==> src/rtl/kpc_pkg.sv <==
package kpc_pkg;
  localparam logic [7:0] CMD_ID_RD    = 8'h80;
  localparam logic [7:0] CMD_CFG_WR   = 8'h81;
  localparam logic [7:0] CMD_STAT_RD  = 8'h82;
  localparam logic [7:0] CMD_RESET    = 8'h83;
  localparam logic [7:0] CMD_PULL_WR  = 8'h84;
  localparam logic [7:0] CMD_DIR_WR   = 8'h85;
  localparam logic [7:0] CMD_STATE_WR = 8'h86;
  localparam logic [7:0] CMD_DIR_RD   = 8'h87;
  localparam logic [7:0] CMD_STATE_RD = 8'h88;
  localparam logic [7:0] CMD_ACT_WR   = 8'h8B;
  localparam logic [7:0] CMD_ERR_RD   = 8'h8C;
  localparam logic [7:0] CMD_DEB_WR   = 8'h8F;
  localparam logic [7:0] CMD_SIZE_WR  = 8'h90;
  localparam logic [7:0] CMD_SIZE_RD  = 8'h91;
  localparam logic [7:0] CMD_CFG_RD   = 8'h92;
  localparam logic [7:0] CMD_CLK_WR   = 8'h93;
  localparam logic [7:0] CMD_CLK_RD   = 8'h94;
  localparam logic [7:0] CMD_PWM_WR   = 8'h95;
  localparam logic [7:0] CMD_PWM_GO   = 8'h96;
  localparam logic [7:0] CMD_PWM_HALT = 8'h97;
  localparam logic [7:0] CMD_PARK     = 8'hFF;

  localparam logic [7:0] RESET_KEY    = 8'hAA;
  localparam logic [15:0] ID_VALUE    = 16'h0400;

  localparam logic [7:0] RV_CFG   = 8'h80;
  localparam logic [7:0] RV_STAT  = 8'h10;
  localparam logic [7:0] RV_ACT   = 8'd125;
  localparam logic [7:0] RV_DEB   = 8'd3;
  localparam logic [7:0] RV_SIZE  = 8'h33;
  localparam logic [7:0] RV_CLK   = 8'h08;

  localparam int STAT_ERR_BIT    = 3;
  localparam int STAT_NOINIT_BIT = 4;
  localparam int ERR_BADARG_BIT  = 0;
  localparam int ERR_UNKCMD_BIT  = 1;

  localparam int NUM_GPIO_WORDS = 3;

  typedef struct packed {
    logic                      park;
    logic                      bad_arg;
    logic                      unk_cmd;
    logic                      do_reset;
    logic                      cfg_we;
    logic                      act_we;
    logic                      deb_we;
    logic                      size_we;
    logic                      clk_we;
    logic [NUM_GPIO_WORDS-1:0] gpio_lo_we;
    logic [NUM_GPIO_WORDS-1:0] gpio_hi_we;
    logic                      pwm_addr_we;
    logic                      pwm_hi_we;
    logic                      pwm_lo_we;
    logic                      pwm_go;
    logic                      pwm_halt;
  } wr_act_t;

  function automatic logic pwm_arg_bad(input logic [7:0] v, input int step_max);
    return (v[1:0] == 2'b00) || (int'(v[7:2]) > step_max);
  endfunction

  function automatic logic size_arg_bad(input logic [7:0] v, input int lo_min,
                                        input int lo_max, input int hi_max);
    return (int'(v[3:0]) < lo_min) || (int'(v[3:0]) > lo_max) ||
           (int'(v[7:4]) < lo_min) || (int'(v[7:4]) > hi_max);
  endfunction

  function automatic logic is_write_only(input logic [7:0] c);
    case (c)
      CMD_CFG_WR, CMD_RESET, CMD_PULL_WR, CMD_DIR_WR, CMD_STATE_WR,
      CMD_ACT_WR, CMD_DEB_WR, CMD_SIZE_WR, CMD_CLK_WR, CMD_PWM_WR,
      CMD_PWM_GO, CMD_PWM_HALT, CMD_PARK: return 1'b1;
      default: return 1'b0;
    endcase
  endfunction
endpackage

==> src/rtl/kpc_cmd_seq.sv <==
module kpc_cmd_seq
  import kpc_pkg::*;
#(
  parameter int CYC_W = 3
) (
  input  logic             clk,
  input  logic             rst_n,
  input  logic             start_i,
  input  logic             wr_fire_i,
  input  logic             rd_fire_i,
  input  logic [7:0]       wr_data_i,
  input  logic             park_i,
  output logic [7:0]       cmd_o,
  output logic [CYC_W-1:0] cyc_o
);
  localparam logic [CYC_W-1:0] CYC_MAX = {CYC_W{1'b1}};

  logic [7:0]       cmd_q;
  logic [CYC_W-1:0] cyc_q;

  always_ff @(posedge clk) begin
    if (!rst_n) begin
      cmd_q <= CMD_PARK;
      cyc_q <= '0;
    end else begin
      if (start_i) begin
        cyc_q <= '0;
      end else if ((wr_fire_i || rd_fire_i) && (cyc_q != CYC_MAX)) begin
        cyc_q <= cyc_q + 1'b1;
      end
      if (wr_fire_i) begin
        if (cyc_q == '0)  cmd_q <= wr_data_i;
        else if (park_i)  cmd_q <= CMD_PARK;
      end
    end
  end

  assign cmd_o = cmd_q;
  assign cyc_o = cyc_q;
endmodule

==> src/rtl/kpc_wr_decode.sv <==
module kpc_wr_decode
  import kpc_pkg::*;
#(
  parameter int CYC_W        = 3,
  parameter int PWM_STEP_MAX = 59,
  parameter int KEY_DIM_MIN  = 3,
  parameter int KEY_LO_MAX   = 12,
  parameter int KEY_HI_MAX   = 8
) (
  input  logic             wr_fire_i,
  input  logic [7:0]       cmd_i,
  input  logic [CYC_W-1:0] cyc_i,
  input  logic [7:0]       data_i,
  output wr_act_t          act_o
);
  logic [CYC_W-1:0] idx;

  always_comb begin
    idx   = cyc_i - 1'b1;
    act_o = '0;
    if (wr_fire_i && (cyc_i != '0)) begin
      case (cmd_i)
        CMD_CFG_WR: begin
          act_o.cfg_we = 1'b1;
          act_o.park   = 1'b1;
        end
        CMD_RESET: begin
          act_o.park = 1'b1;
          if (data_i == RESET_KEY) act_o.do_reset = 1'b1;
          else                     act_o.bad_arg  = 1'b1;
        end
        CMD_PULL_WR, CMD_DIR_WR, CMD_STATE_WR: begin
          if (idx == '0) begin
            act_o.gpio_lo_we = NUM_GPIO_WORDS'(1) << cmd_i[1:0];
          end else begin
            act_o.gpio_hi_we = NUM_GPIO_WORDS'(1) << cmd_i[1:0];
            act_o.park       = 1'b1;
          end
        end
        CMD_ACT_WR: begin
          act_o.act_we = 1'b1;
          act_o.park   = 1'b1;
        end
        CMD_DEB_WR: begin
          act_o.deb_we  = 1'b1;
          act_o.park    = 1'b1;
          act_o.bad_arg = (data_i == 8'h00);
        end
        CMD_SIZE_WR: begin
          act_o.size_we = 1'b1;
          act_o.park    = 1'b1;
          act_o.bad_arg = size_arg_bad(data_i, KEY_DIM_MIN, KEY_LO_MAX, KEY_HI_MAX);
        end
        CMD_CLK_WR: begin
          act_o.clk_we  = 1'b1;
          act_o.park    = 1'b1;
          act_o.bad_arg = data_i[1] ^ data_i[0];
        end
        CMD_PWM_WR: begin
          if (idx == '0) begin
            if (pwm_arg_bad(data_i, PWM_STEP_MAX)) begin
              act_o.bad_arg = 1'b1;
              act_o.park    = 1'b1;
            end else begin
              act_o.pwm_addr_we = 1'b1;
            end
          end else if (idx == CYC_W'(1)) begin
            act_o.pwm_hi_we = 1'b1;
          end else begin
            act_o.pwm_lo_we = 1'b1;
            act_o.park      = 1'b1;
          end
        end
        CMD_PWM_GO: begin
          act_o.park = 1'b1;
          if (pwm_arg_bad(data_i, PWM_STEP_MAX)) act_o.bad_arg = 1'b1;
          else                                   act_o.pwm_go  = 1'b1;
        end
        CMD_PWM_HALT: begin
          act_o.park = 1'b1;
          if (data_i[1:0] == 2'b00) act_o.bad_arg  = 1'b1;
          else                      act_o.pwm_halt = 1'b1;
        end
        CMD_PARK: act_o.bad_arg = 1'b1;
        default:  act_o.unk_cmd = 1'b1;
      endcase
    end
  end
endmodule

==> src/rtl/kpc_rd_decode.sv <==
module kpc_rd_decode
  import kpc_pkg::*;
#(
  parameter int CYC_W = 3
) (
  input  logic             rd_fire_i,
  input  logic [7:0]       cmd_i,
  input  logic [CYC_W-1:0] cyc_i,
  input  logic [7:0]       status_i,
  input  logic [7:0]       err_i,
  input  logic [7:0]       cfg_i,
  input  logic [7:0]       size_i,
  input  logic [7:0]       clk_cfg_i,
  input  logic [15:0]      dir_i,
  input  logic [15:0]      state_i,
  output logic [7:0]       data_o,
  output logic             clr_status_o,
  output logic             unk_cmd_o
);
  function automatic logic [7:0] pick(input logic [15:0] w, input logic [CYC_W-1:0] i);
    if (i == '0)              return w[7:0];
    else if (i == CYC_W'(1))  return w[15:8];
    else                      return 8'h00;
  endfunction

  always_comb begin
    data_o       = 8'h00;
    clr_status_o = 1'b0;
    unk_cmd_o    = 1'b0;
    if (rd_fire_i) begin
      case (cmd_i)
        CMD_ID_RD:    data_o = pick(ID_VALUE, cyc_i);
        CMD_STAT_RD:  begin
          if (cyc_i == '0) begin
            data_o       = status_i;
            clr_status_o = !status_i[STAT_NOINIT_BIT];
          end
        end
        CMD_DIR_RD:   data_o = pick(dir_i, cyc_i);
        CMD_STATE_RD: data_o = pick(state_i, cyc_i);
        CMD_ERR_RD:   data_o = pick({8'h00, err_i}, cyc_i);
        CMD_SIZE_RD:  data_o = pick({8'h00, size_i}, cyc_i);
        CMD_CFG_RD:   data_o = pick({12'h000, cfg_i[3:0]}, cyc_i);
        CMD_CLK_RD:   data_o = pick({8'h00, clk_cfg_i[7:2], 2'b10}, cyc_i);
        default:      unk_cmd_o = !is_write_only(cmd_i);
      endcase
    end
  end
endmodule

==> src/rtl/kpc_reg_file.sv <==
module kpc_reg_file
  import kpc_pkg::*;
(
  input  logic        clk,
  input  logic        rst_n,
  input  wr_act_t     act_i,
  input  logic [7:0]  data_i,
  input  logic        rd_clr_i,
  input  logic        rd_unk_i,
  output logic [7:0]  status_o,
  output logic [7:0]  err_o,
  output logic [7:0]  cfg_o,
  output logic [7:0]  act_time_o,
  output logic [7:0]  debounce_o,
  output logic [7:0]  key_size_o,
  output logic [7:0]  clk_cfg_o,
  output logic [15:0] gpio_o [NUM_GPIO_WORDS],
  output logic        key_flush_o,
  output logic        pwm_wr_valid_o,
  output logic [7:0]  pwm_wr_addr_o,
  output logic [15:0] pwm_wr_data_o,
  output logic        pwm_go_valid_o,
  output logic [1:0]  pwm_go_chan_o,
  output logic [5:0]  pwm_go_step_o,
  output logic        pwm_halt_valid_o,
  output logic [1:0]  pwm_halt_chan_o
);
  logic [7:0] status_q, status_d, err_q;
  logic [7:0] cfg_q, act_q, deb_q, size_q, clk_q;
  logic       raise_bad, raise_unk;

  assign raise_bad = act_i.bad_arg;
  assign raise_unk = act_i.unk_cmd | rd_unk_i;

  always_comb begin
    status_d = status_q;
    if (act_i.cfg_we)   status_d = 8'h00;
    if (act_i.do_reset) status_d = RV_STAT;
    if (rd_clr_i)       status_d = 8'h00;
    if (raise_bad || raise_unk) status_d[STAT_ERR_BIT] = 1'b1;
  end

  always_ff @(posedge clk) begin
    if (!rst_n) begin
      status_q <= RV_STAT;
      err_q    <= 8'h00;
      cfg_q    <= RV_CFG;
      act_q    <= RV_ACT;
      deb_q    <= RV_DEB;
      size_q   <= RV_SIZE;
      clk_q    <= RV_CLK;
    end else begin
      status_q <= status_d;
      if (raise_bad) err_q[ERR_BADARG_BIT] <= 1'b1;
      if (raise_unk) err_q[ERR_UNKCMD_BIT] <= 1'b1;
      if (act_i.do_reset) begin
        cfg_q  <= RV_CFG;
        act_q  <= RV_ACT;
        deb_q  <= RV_DEB;
        size_q <= RV_SIZE;
        clk_q  <= RV_CLK;
      end else begin
        if (act_i.cfg_we)  cfg_q  <= data_i;
        if (act_i.act_we)  act_q  <= data_i;
        if (act_i.deb_we)  deb_q  <= data_i;
        if (act_i.size_we) size_q <= data_i;
        if (act_i.clk_we)  clk_q  <= data_i;
      end
    end
  end

  for (genvar g = 0; g < NUM_GPIO_WORDS; g++) begin : g_gpio
    logic [15:0] word_q;
    always_ff @(posedge clk) begin
      if (!rst_n)                    word_q <= 16'h0000;
      else if (act_i.gpio_lo_we[g])  word_q <= {8'h00, data_i};
      else if (act_i.gpio_hi_we[g])  word_q <= word_q | {data_i, 8'h00};
    end
    assign gpio_o[g] = word_q;
  end

  logic        flush_q, pwm_wr_q, go_q, halt_q;
  logic [7:0]  pwm_addr_q;
  logic [15:0] pwm_word_q;
  logic [1:0]  go_chan_q, halt_chan_q;
  logic [5:0]  go_step_q;

  always_ff @(posedge clk) begin
    if (!rst_n) begin
      flush_q     <= 1'b0;
      pwm_wr_q    <= 1'b0;
      go_q        <= 1'b0;
      halt_q      <= 1'b0;
      pwm_addr_q  <= 8'h00;
      pwm_word_q  <= 16'h0000;
      go_chan_q   <= 2'b00;
      go_step_q   <= 6'd0;
      halt_chan_q <= 2'b00;
    end else begin
      flush_q  <= act_i.cfg_we;
      pwm_wr_q <= act_i.pwm_lo_we;
      go_q     <= act_i.pwm_go;
      halt_q   <= act_i.pwm_halt;
      if (act_i.pwm_addr_we) begin
        pwm_addr_q <= data_i;
        pwm_word_q <= 16'h0000;
      end
      if (act_i.pwm_hi_we) pwm_word_q[15:8] <= data_i;
      if (act_i.pwm_lo_we) pwm_word_q[7:0]  <= data_i;
      if (act_i.pwm_go) begin
        go_chan_q <= data_i[1:0];
        go_step_q <= data_i[7:2];
      end
      if (act_i.pwm_halt) halt_chan_q <= data_i[1:0];
    end
  end

  assign status_o         = status_q;
  assign err_o            = err_q;
  assign cfg_o            = cfg_q;
  assign act_time_o       = act_q;
  assign debounce_o       = deb_q;
  assign key_size_o       = size_q;
  assign clk_cfg_o        = clk_q;
  assign key_flush_o      = flush_q;
  assign pwm_wr_valid_o   = pwm_wr_q;
  assign pwm_wr_addr_o    = pwm_addr_q;
  assign pwm_wr_data_o    = pwm_word_q;
  assign pwm_go_valid_o   = go_q;
  assign pwm_go_chan_o    = go_chan_q;
  assign pwm_go_step_o    = go_step_q;
  assign pwm_halt_valid_o = halt_q;
  assign pwm_halt_chan_o  = halt_chan_q;
endmodule

==> src/rtl/kpc_cmd_proc.sv <==
module kpc_cmd_proc
  import kpc_pkg::*;
#(
  parameter int CYC_W        = 3,
  parameter int PWM_STEP_MAX = 59,
  parameter int KEY_DIM_MIN  = 3,
  parameter int KEY_LO_MAX   = 12,
  parameter int KEY_HI_MAX   = 8
) (
  input  logic        clk,
  input  logic        rst_n,
  input  logic        start_i,
  input  logic        wr_valid_i,
  output logic        wr_ready_o,
  input  logic [7:0]  wr_data_i,
  input  logic        rd_valid_i,
  output logic        rd_ready_o,
  output logic        rd_data_valid_o,
  output logic [7:0]  rd_data_o,
  output logic        irq_n_o,
  output logic [7:0]  cfg_o,
  output logic [7:0]  act_time_o,
  output logic [7:0]  debounce_o,
  output logic [7:0]  key_size_o,
  output logic [7:0]  clk_cfg_o,
  output logic [15:0] gpio_pull_o,
  output logic [15:0] gpio_dir_o,
  output logic [15:0] gpio_state_o,
  output logic        key_flush_o,
  output logic        pwm_wr_valid_o,
  output logic [7:0]  pwm_wr_addr_o,
  output logic [15:0] pwm_wr_data_o,
  output logic        pwm_start_valid_o,
  output logic [1:0]  pwm_start_chan_o,
  output logic [5:0]  pwm_start_addr_o,
  output logic        pwm_stop_valid_o,
  output logic [1:0]  pwm_stop_chan_o
);
  logic             wr_fire, rd_fire;
  logic [7:0]       cmd;
  logic [CYC_W-1:0] cyc;
  wr_act_t          act;
  logic [7:0]       status, err, rd_data;
  logic             rd_clr, rd_unk;
  logic [15:0]      gpio [NUM_GPIO_WORDS];

  assign wr_ready_o = !start_i;
  assign rd_ready_o = !start_i && !wr_valid_i;
  assign wr_fire    = wr_valid_i && wr_ready_o;
  assign rd_fire    = rd_valid_i && rd_ready_o;

  kpc_cmd_seq #(.CYC_W(CYC_W)) seq_i (
    .clk(clk), .rst_n(rst_n), .start_i(start_i),
    .wr_fire_i(wr_fire), .rd_fire_i(rd_fire), .wr_data_i(wr_data_i),
    .park_i(act.park), .cmd_o(cmd), .cyc_o(cyc)
  );

  kpc_wr_decode #(
    .CYC_W(CYC_W), .PWM_STEP_MAX(PWM_STEP_MAX), .KEY_DIM_MIN(KEY_DIM_MIN),
    .KEY_LO_MAX(KEY_LO_MAX), .KEY_HI_MAX(KEY_HI_MAX)
  ) wdec_i (
    .wr_fire_i(wr_fire), .cmd_i(cmd), .cyc_i(cyc), .data_i(wr_data_i), .act_o(act)
  );

  kpc_rd_decode #(.CYC_W(CYC_W)) rdec_i (
    .rd_fire_i(rd_fire), .cmd_i(cmd), .cyc_i(cyc), .status_i(status),
    .err_i(err), .cfg_i(cfg_o), .size_i(key_size_o), .clk_cfg_i(clk_cfg_o),
    .dir_i(gpio_dir_o), .state_i(gpio_state_o),
    .data_o(rd_data), .clr_status_o(rd_clr), .unk_cmd_o(rd_unk)
  );

  kpc_reg_file regs_i (
    .clk(clk), .rst_n(rst_n), .act_i(act), .data_i(wr_data_i),
    .rd_clr_i(rd_clr), .rd_unk_i(rd_unk),
    .status_o(status), .err_o(err), .cfg_o(cfg_o), .act_time_o(act_time_o),
    .debounce_o(debounce_o), .key_size_o(key_size_o), .clk_cfg_o(clk_cfg_o),
    .gpio_o(gpio), .key_flush_o(key_flush_o),
    .pwm_wr_valid_o(pwm_wr_valid_o), .pwm_wr_addr_o(pwm_wr_addr_o),
    .pwm_wr_data_o(pwm_wr_data_o), .pwm_go_valid_o(pwm_start_valid_o),
    .pwm_go_chan_o(pwm_start_chan_o), .pwm_go_step_o(pwm_start_addr_o),
    .pwm_halt_valid_o(pwm_stop_valid_o), .pwm_halt_chan_o(pwm_stop_chan_o)
  );

  assign gpio_pull_o  = gpio[0];
  assign gpio_dir_o   = gpio[1];
  assign gpio_state_o = gpio[2];

  logic       rdv_q;
  logic [7:0] rdd_q;
  always_ff @(posedge clk) begin
    if (!rst_n) begin
      rdv_q <= 1'b0;
      rdd_q <= 8'h00;
    end else begin
      rdv_q <= rd_fire;
      if (rd_fire) rdd_q <= rd_data;
    end
  end

  assign rd_data_valid_o = rdv_q;
  assign rd_data_o       = rdd_q;
  assign irq_n_o         = (status == 8'h00);
endmodule

==> config.mk <==
export PLATFORM = sky130hd
export DESIGN_NAME = kpc_cmd_proc
export DESIGN_NICKNAME = d
export VERILOG_FILES = /design/src/rtl/kpc_pkg.sv /design/src/rtl/kpc_cmd_seq.sv /design/src/rtl/kpc_wr_decode.sv /design/src/rtl/kpc_rd_decode.sv /design/src/rtl/kpc_reg_file.sv /design/src/rtl/kpc_cmd_proc.sv
export SDC_FILE = /design/constraint.sdc
export NUM_CORES = 1
export LEC_CHECK = 0
export BUFFER_PORTS_ARGS = -buffer_cell sky130_fd_sc_hd__clkbuf_2
export CORE_UTILIZATION = 59
export DETAILED_ROUTE_END_ITERATION = 10
export PLACE_DENSITY = 0.91
export SLEW_MARGIN = 20
export SYNTH_ARGS = -nofsm -noshare
export SYNTH_HDL_FRONTEND = slang
export SYNTH_HIERARCHICAL = 1
export SYNTH_SLANG_ARGS = --single-unit
==> constraint.sdc <==
create_clock -name clk -period 6.96 [get_ports clk]
set_input_delay 0.696 -clock clk [delete_from_list [all_inputs] [get_ports clk]]
set_output_delay 0.696 -clock clk [all_outputs]
set_load 0.01 [all_outputs]
# Word-level counts from Yosys, hierarchy flattened
# Cells that the tools add are included.
dict set report word_totals {
  input_bits 13
  out_inout_bits 138
  reg_bits 150
}
dict set report classes {
  mux 65
  shift 1
  add_sub_neg 2
  bitwise 6
  order_cmp 5
  n_reduce_logical 39
  eq_ne 25
}
# op count
set ops {}
lappend ops {{equality test 8 bit (second input constant)} 22}
lappend ops {{2-to-1 mux 8 bit} 17}
lappend ops {{case mux 8 bit (8 select lines)} 1}
lappend ops {{bitwise OR 16 bit} 3}
lappend ops {{2-to-1 mux 1 bit} 30}
lappend ops {{2-to-1 mux 20 bit} 1}
lappend ops {{2-to-1 mux 5 bit} 4}
lappend ops {{zero test 8 bit} 2}
lappend ops {{2-to-1 mux 16 bit} 1}
lappend ops {{OR reduction 8 bit} 2}
lappend ops {{OR reduction 13 bit} 1}
lappend ops {{2-to-1 mux 3 bit} 4}
lappend ops {{nonzero test 2 bit} 6}
lappend ops {{OR reduction 2 bit} 5}
lappend ops {{greater-than comparator 4 bit (second input constant)} 2}
lappend ops {{< comparator 4 x 2 -> 1 bit (second input constant)} 2}
lappend ops {{case mux 1 bit (8 select lines)} 1}
lappend ops {{equality test 3 x 1 -> 1 bit (second input constant)} 2}
lappend ops {{greater-than comparator 6 bit (second input constant)} 1}
lappend ops {{zero test 3 bit} 2}
lappend ops {{logical OR 1 bit} 6}
lappend ops {{2-to-1 mux 2 bit} 3}
lappend ops {{2-to-1 mux 6 bit} 1}
lappend ops {{nonzero test 3 bit} 2}
lappend ops {{other kinds (15)} 22}

# Depth between registers and ports, before layout
dict set report depth {
  word_depth 11
  ltp_mapped 10
  depth_no_buf 9
}

# Modules after synthesis
# The synthesis kept the hierarchy.
# module seq_area_each_um2 area_per_inst_um2 cells_per_inst n_inst
set by_module_without_submodules {}
lappend by_module_without_submodules {kpc_reg_file 2602.5 4748.3 460 1}
lappend by_module_without_submodules {kpc_rd_decode 0.0 952.2 129 1}
lappend by_module_without_submodules {kpc_wr_decode 0.0 638.1 100 1}
lappend by_module_without_submodules {kpc_cmd_seq 220.2 461.7 37 1}
lappend by_module_without_submodules {kpc_cmd_proc 180.2 384.1 44 1}

# Least setup slack after synthesis
# OpenSTA, ideal clock, no wires.
dict set report synth_path {
  kind {input-to-reg}
  start {in wr_valid_i}
  end {reg regs_i.status_q[4], in the netlist regs_i/status_o[4]}
  n_path_buf 1
  slack_ns 4.360
  arrival_ns 2.467
  setup_ns 0.133
  path_stages 8
  path_cell_list {nor2b_1 nand2b_1 or3_1 nor4b_1 buf_2 inv_1 a21oi_1 o21ai_0}
}
# item line
set synth_rtl {}
lappend synth_rtl {{start: declaration} kpc_cmd_proc.sv:13} ;# input logic wr_valid_i,
lappend synth_rtl {{end signal: assignment} kpc_reg_file.sv:53} ;# status_q <= status_d;
lappend synth_rtl {{end: declaration} kpc_reg_file.sv:28} ;# logic [7:0] status_q, status_d, err_q;

==> results.md <==
- Total vias in the final route: 6310
- Clock Skew: 0.00509 ns
- Total core area: 0.0117 mm²
- Worst hold path startpoint: rd_data_o[0]
- Vias in the first global route: 5919
- Vias/cell: 6.04
- Drt pass-1 iters: 11
- Area share of xor/xnor cells in the synthesized design: 0.366%
- Reg-to-Reg End: regs_i/g_gpio[0].word_q[15]
- Combinational power share: 5.4%
- Hold Crit Class: reg -> reg
- Routed WL per cell: 19.5 µm
- Failing checks: DRC
- Clock Sink Count: 150
- Diode count: 0
- Clock H-tree levels: 4
- Main combinational cell family by area after synthesis: simple AND/OR/NAND/NOR gates
- Synth async-reset ratio: 0%
- Fin area: 0.00844 mm²
- Die Y: 112 µm
- Synth warn: 6
- Setup Fix Bufs, Post-CTS: 0
- Simple-gate portion of the synthesized area: 23.4%
- First-pass GRT wire length: 31.5 mm
- Sequential power share: 46.0%
- Static Leakage: 3.29 nW
- Clock Path Buffers: 2
- Mapped Area: 0.00718 mm²
- CTS Hold Bufs: 0
- Total grt overflow: 0
- Area fraction in compound gates after synthesis: 11.5%
- VDD IR max: 0.000171 V
- Internal: 1.44 mW
- TritonCTS buffer count: 17
- Starting Density: 61.6%
- Port Buffers: 150
- Area contributors post-synth: dfxtp_1 (42%), mux2i_1 (13%), nor2b_1 (5.7%), nor2_1 (4.1%), a21oi_1 (3.6%)
- Peak Freq: 304 MHz
- Initial antenna violation count: 0
- Max Cap Viol: 0
- Max reg flops: 48
- Critical path data arrival time: 3.60 ns
- Initial DRC Count: 777
- Final Hold Fails: 0
- Placed Area: 0.00784 mm²
- Share of cells above drive strength 1: 25.3%
- Synth Register Bits: 150
- Total wire length: 20.4 mm
- Final Max Slew Viols: 0
- Post-synthesis mux area share: 15.4%
- Row count: 39
- Post-Route M1 WL: 8.17 mm
- Total Power: 1.91 mW
- Setup crit end kind: register
- GRT Overall Usage: 32.3%
- Setup tns final: 0 ns
- Root Driver: clkbuf_16
- CP startpoint kind: register
- Util after Layout: 72.3%
- Final ANT Viol Nets: 0
- Sw Pwr: 472 µW
- Final period utilization: 47.3%
- Flop-to-flop setup slack: 3.67 ns
- Sequential cell area fraction in the yosys report: 41.8%
- Post-synth EDFFs: 0
- Final setup violation count: 0
- Synth area leader: dfxtp_1
- Post-DP HPWL: 13.3 mm
- Count of nets after finishing: 908
- Most used DFF post-synth: dfxtp_1
- Routed wl met3: 2.07 mm
- Final min period: 3.29 ns
- Share of the synthesized area in the top cell type: 41.8%
- Post-Synthesis Cells: 770
- Commonest non-fill, non-tap cells in the layout: clkbuf_2 (150), dfxtp_1 (150), mux2i_1 (94), nor2_1 (77), nor2b_1 (65)
- Avg Inst Size Synth: 9.33 µm²
- Slew @ Worst Pin: 1.17 ns
- RePlAce Congestion: 0.944
- Worst-Skew Late Latency: 0.43 ns
- R2r worst-path depth: 7
- Crit path max fanout: 24
- Status: finished, violations left
- CTS tree: done
- Clk slew on worst S/H paths: 0.06 ns
- P per Cell Area: 226 mW/mm²
- Setup Crit Path Kind: reg -> reg
- Hold EP: rd_data_o[0]
- Adder-Cell Fraction of Synth Area: 1.22%
- Critical R2R Launch: seq_i/cyc_o[0]
- Area growth from synthesis to layout: 17.4%
- Post-CTS sizing: 0
- RSZ-0062 raised after global routing: no
- Uppermost layer routed: met4
- Req. time, crit path: 7.27 ns
- Post-synth cell types: 76
- Die W: 112 µm
- Critical path startpoint: seq_i/cyc_o[0]
- Met2 WL post-DR: 9.60 mm
- Switch share: 24.7%
- Worst slew margin: 21.8%
- Clock share of power: 48.6%
- Die Area: 0.0126 mm²
- Hold Crit Depth: 2
- Largest net degree at the start of global routing: 93
- Number of remaining DRC errors: 4
- I/O Pins: 151
- Largest Register: regs_i/g_gpio.word_q
power by group through the flow:
stage                     logic, mW  clock network [mW]  registers (mW)
after floorplan              0.0827                   0           0.888
after CTS                    0.0999               0.930           0.877
after detailed placement     0.0991                   0           0.896
final                         0.103               0.926           0.878
after global routing          0.109               0.971           0.878
after global placement       0.0977                   0           0.896
cells by family (layout without fill, tap and decap cells):
logic type               count (synthesis)  in the layout
XOR/XNOR                                 3              3
AND/OR/NAND/NOR                        296            296
multiplexers                           109            109
flip-flops                             150            150
adder cells (fa/ha/maj)                  7              7
AO/OA/AOI/OAI                          120            120
other                                    1             12
buffers and inverters                   84            204
area by class of cell:
cell class	instances	area, µm²
Clock buffer	17	425
Clock inverter	15	171
Fill cell	839	3230
Inverter	14	52.6
Multi-Input combinational cell	547	3790
Sequential cell	150	3000
Tap cell	143	179
Timing Repair Buffer	158	811
worst max-delay path by stage:
stage                                  end  slack, ns  depth (start not counted)
3_3_place_gp    regs_i/g_gpio[1].word_q[9]       3.72                          7
3_5_place_dp   regs_i/g_gpio[1].word_q[12]       3.69                          7
5_1_grt        regs_i/g_gpio[1].word_q[12]       3.53                          7
4_1_cts        regs_i/g_gpio[1].word_q[12]       3.78                          7
2_1_floorplan           regs_i/status_o[4]       4.36                          8
6_report       regs_i/g_gpio[0].word_q[15]       3.67                          7
per-stage QoR:
stage,hold slack [ns],setup slack [ns],cells
floorplan,0.440,4.36,781
global placement,0.444,3.72,1012
detailed placement,0.448,3.69,1012
CTS,0.459,3.78,1044
global route,0.476,3.53,1044
finish,0.455,3.67,1044
per-layer routing:
metal  GRT usage [%]  vias to the layer above
li1                -                     2906
met1            40.7                     2968
met2            52.3                      383
met3            9.02                       53
met4            13.3                        0
met5               0                        -
synthesized netlist by cell type (3+ instances only):
library cell,instances
a21o_1,4
a21oi_1,52
a22o_1,8
a22oi_1,11
a31oi_1,4
a32o_1,4
and2_1,7
and4_1,3
buf_1,4
buf_2,37
buf_4,15
clkbuf_1,8
clkbuf_2,3
dfxtp_1,150
ha_1,7
inv_1,14
mux2_2,15
mux2i_1,94
nand2_1,45
nand2b_1,9
nand3_1,11
nand3b_1,4
nand4_1,4
nor2_1,78
nor2b_1,65
nor3_1,9
nor3b_1,19
nor4_1,7
nor4b_1,4
o21ai_0,5
o22a_1,8
or3b_1,4
or4_1,3
critical path: stages, from the launching register on:
cell and delay (ns):
dfxtp_1 0.98, nor2_1 0.09, ha_1 0.36, and3b_1 0.24, nand2_1 0.12, nor2_1 0.89, nand2b_1 0.39, nor2_1 0.10
(Power assumes the default switching activity.)
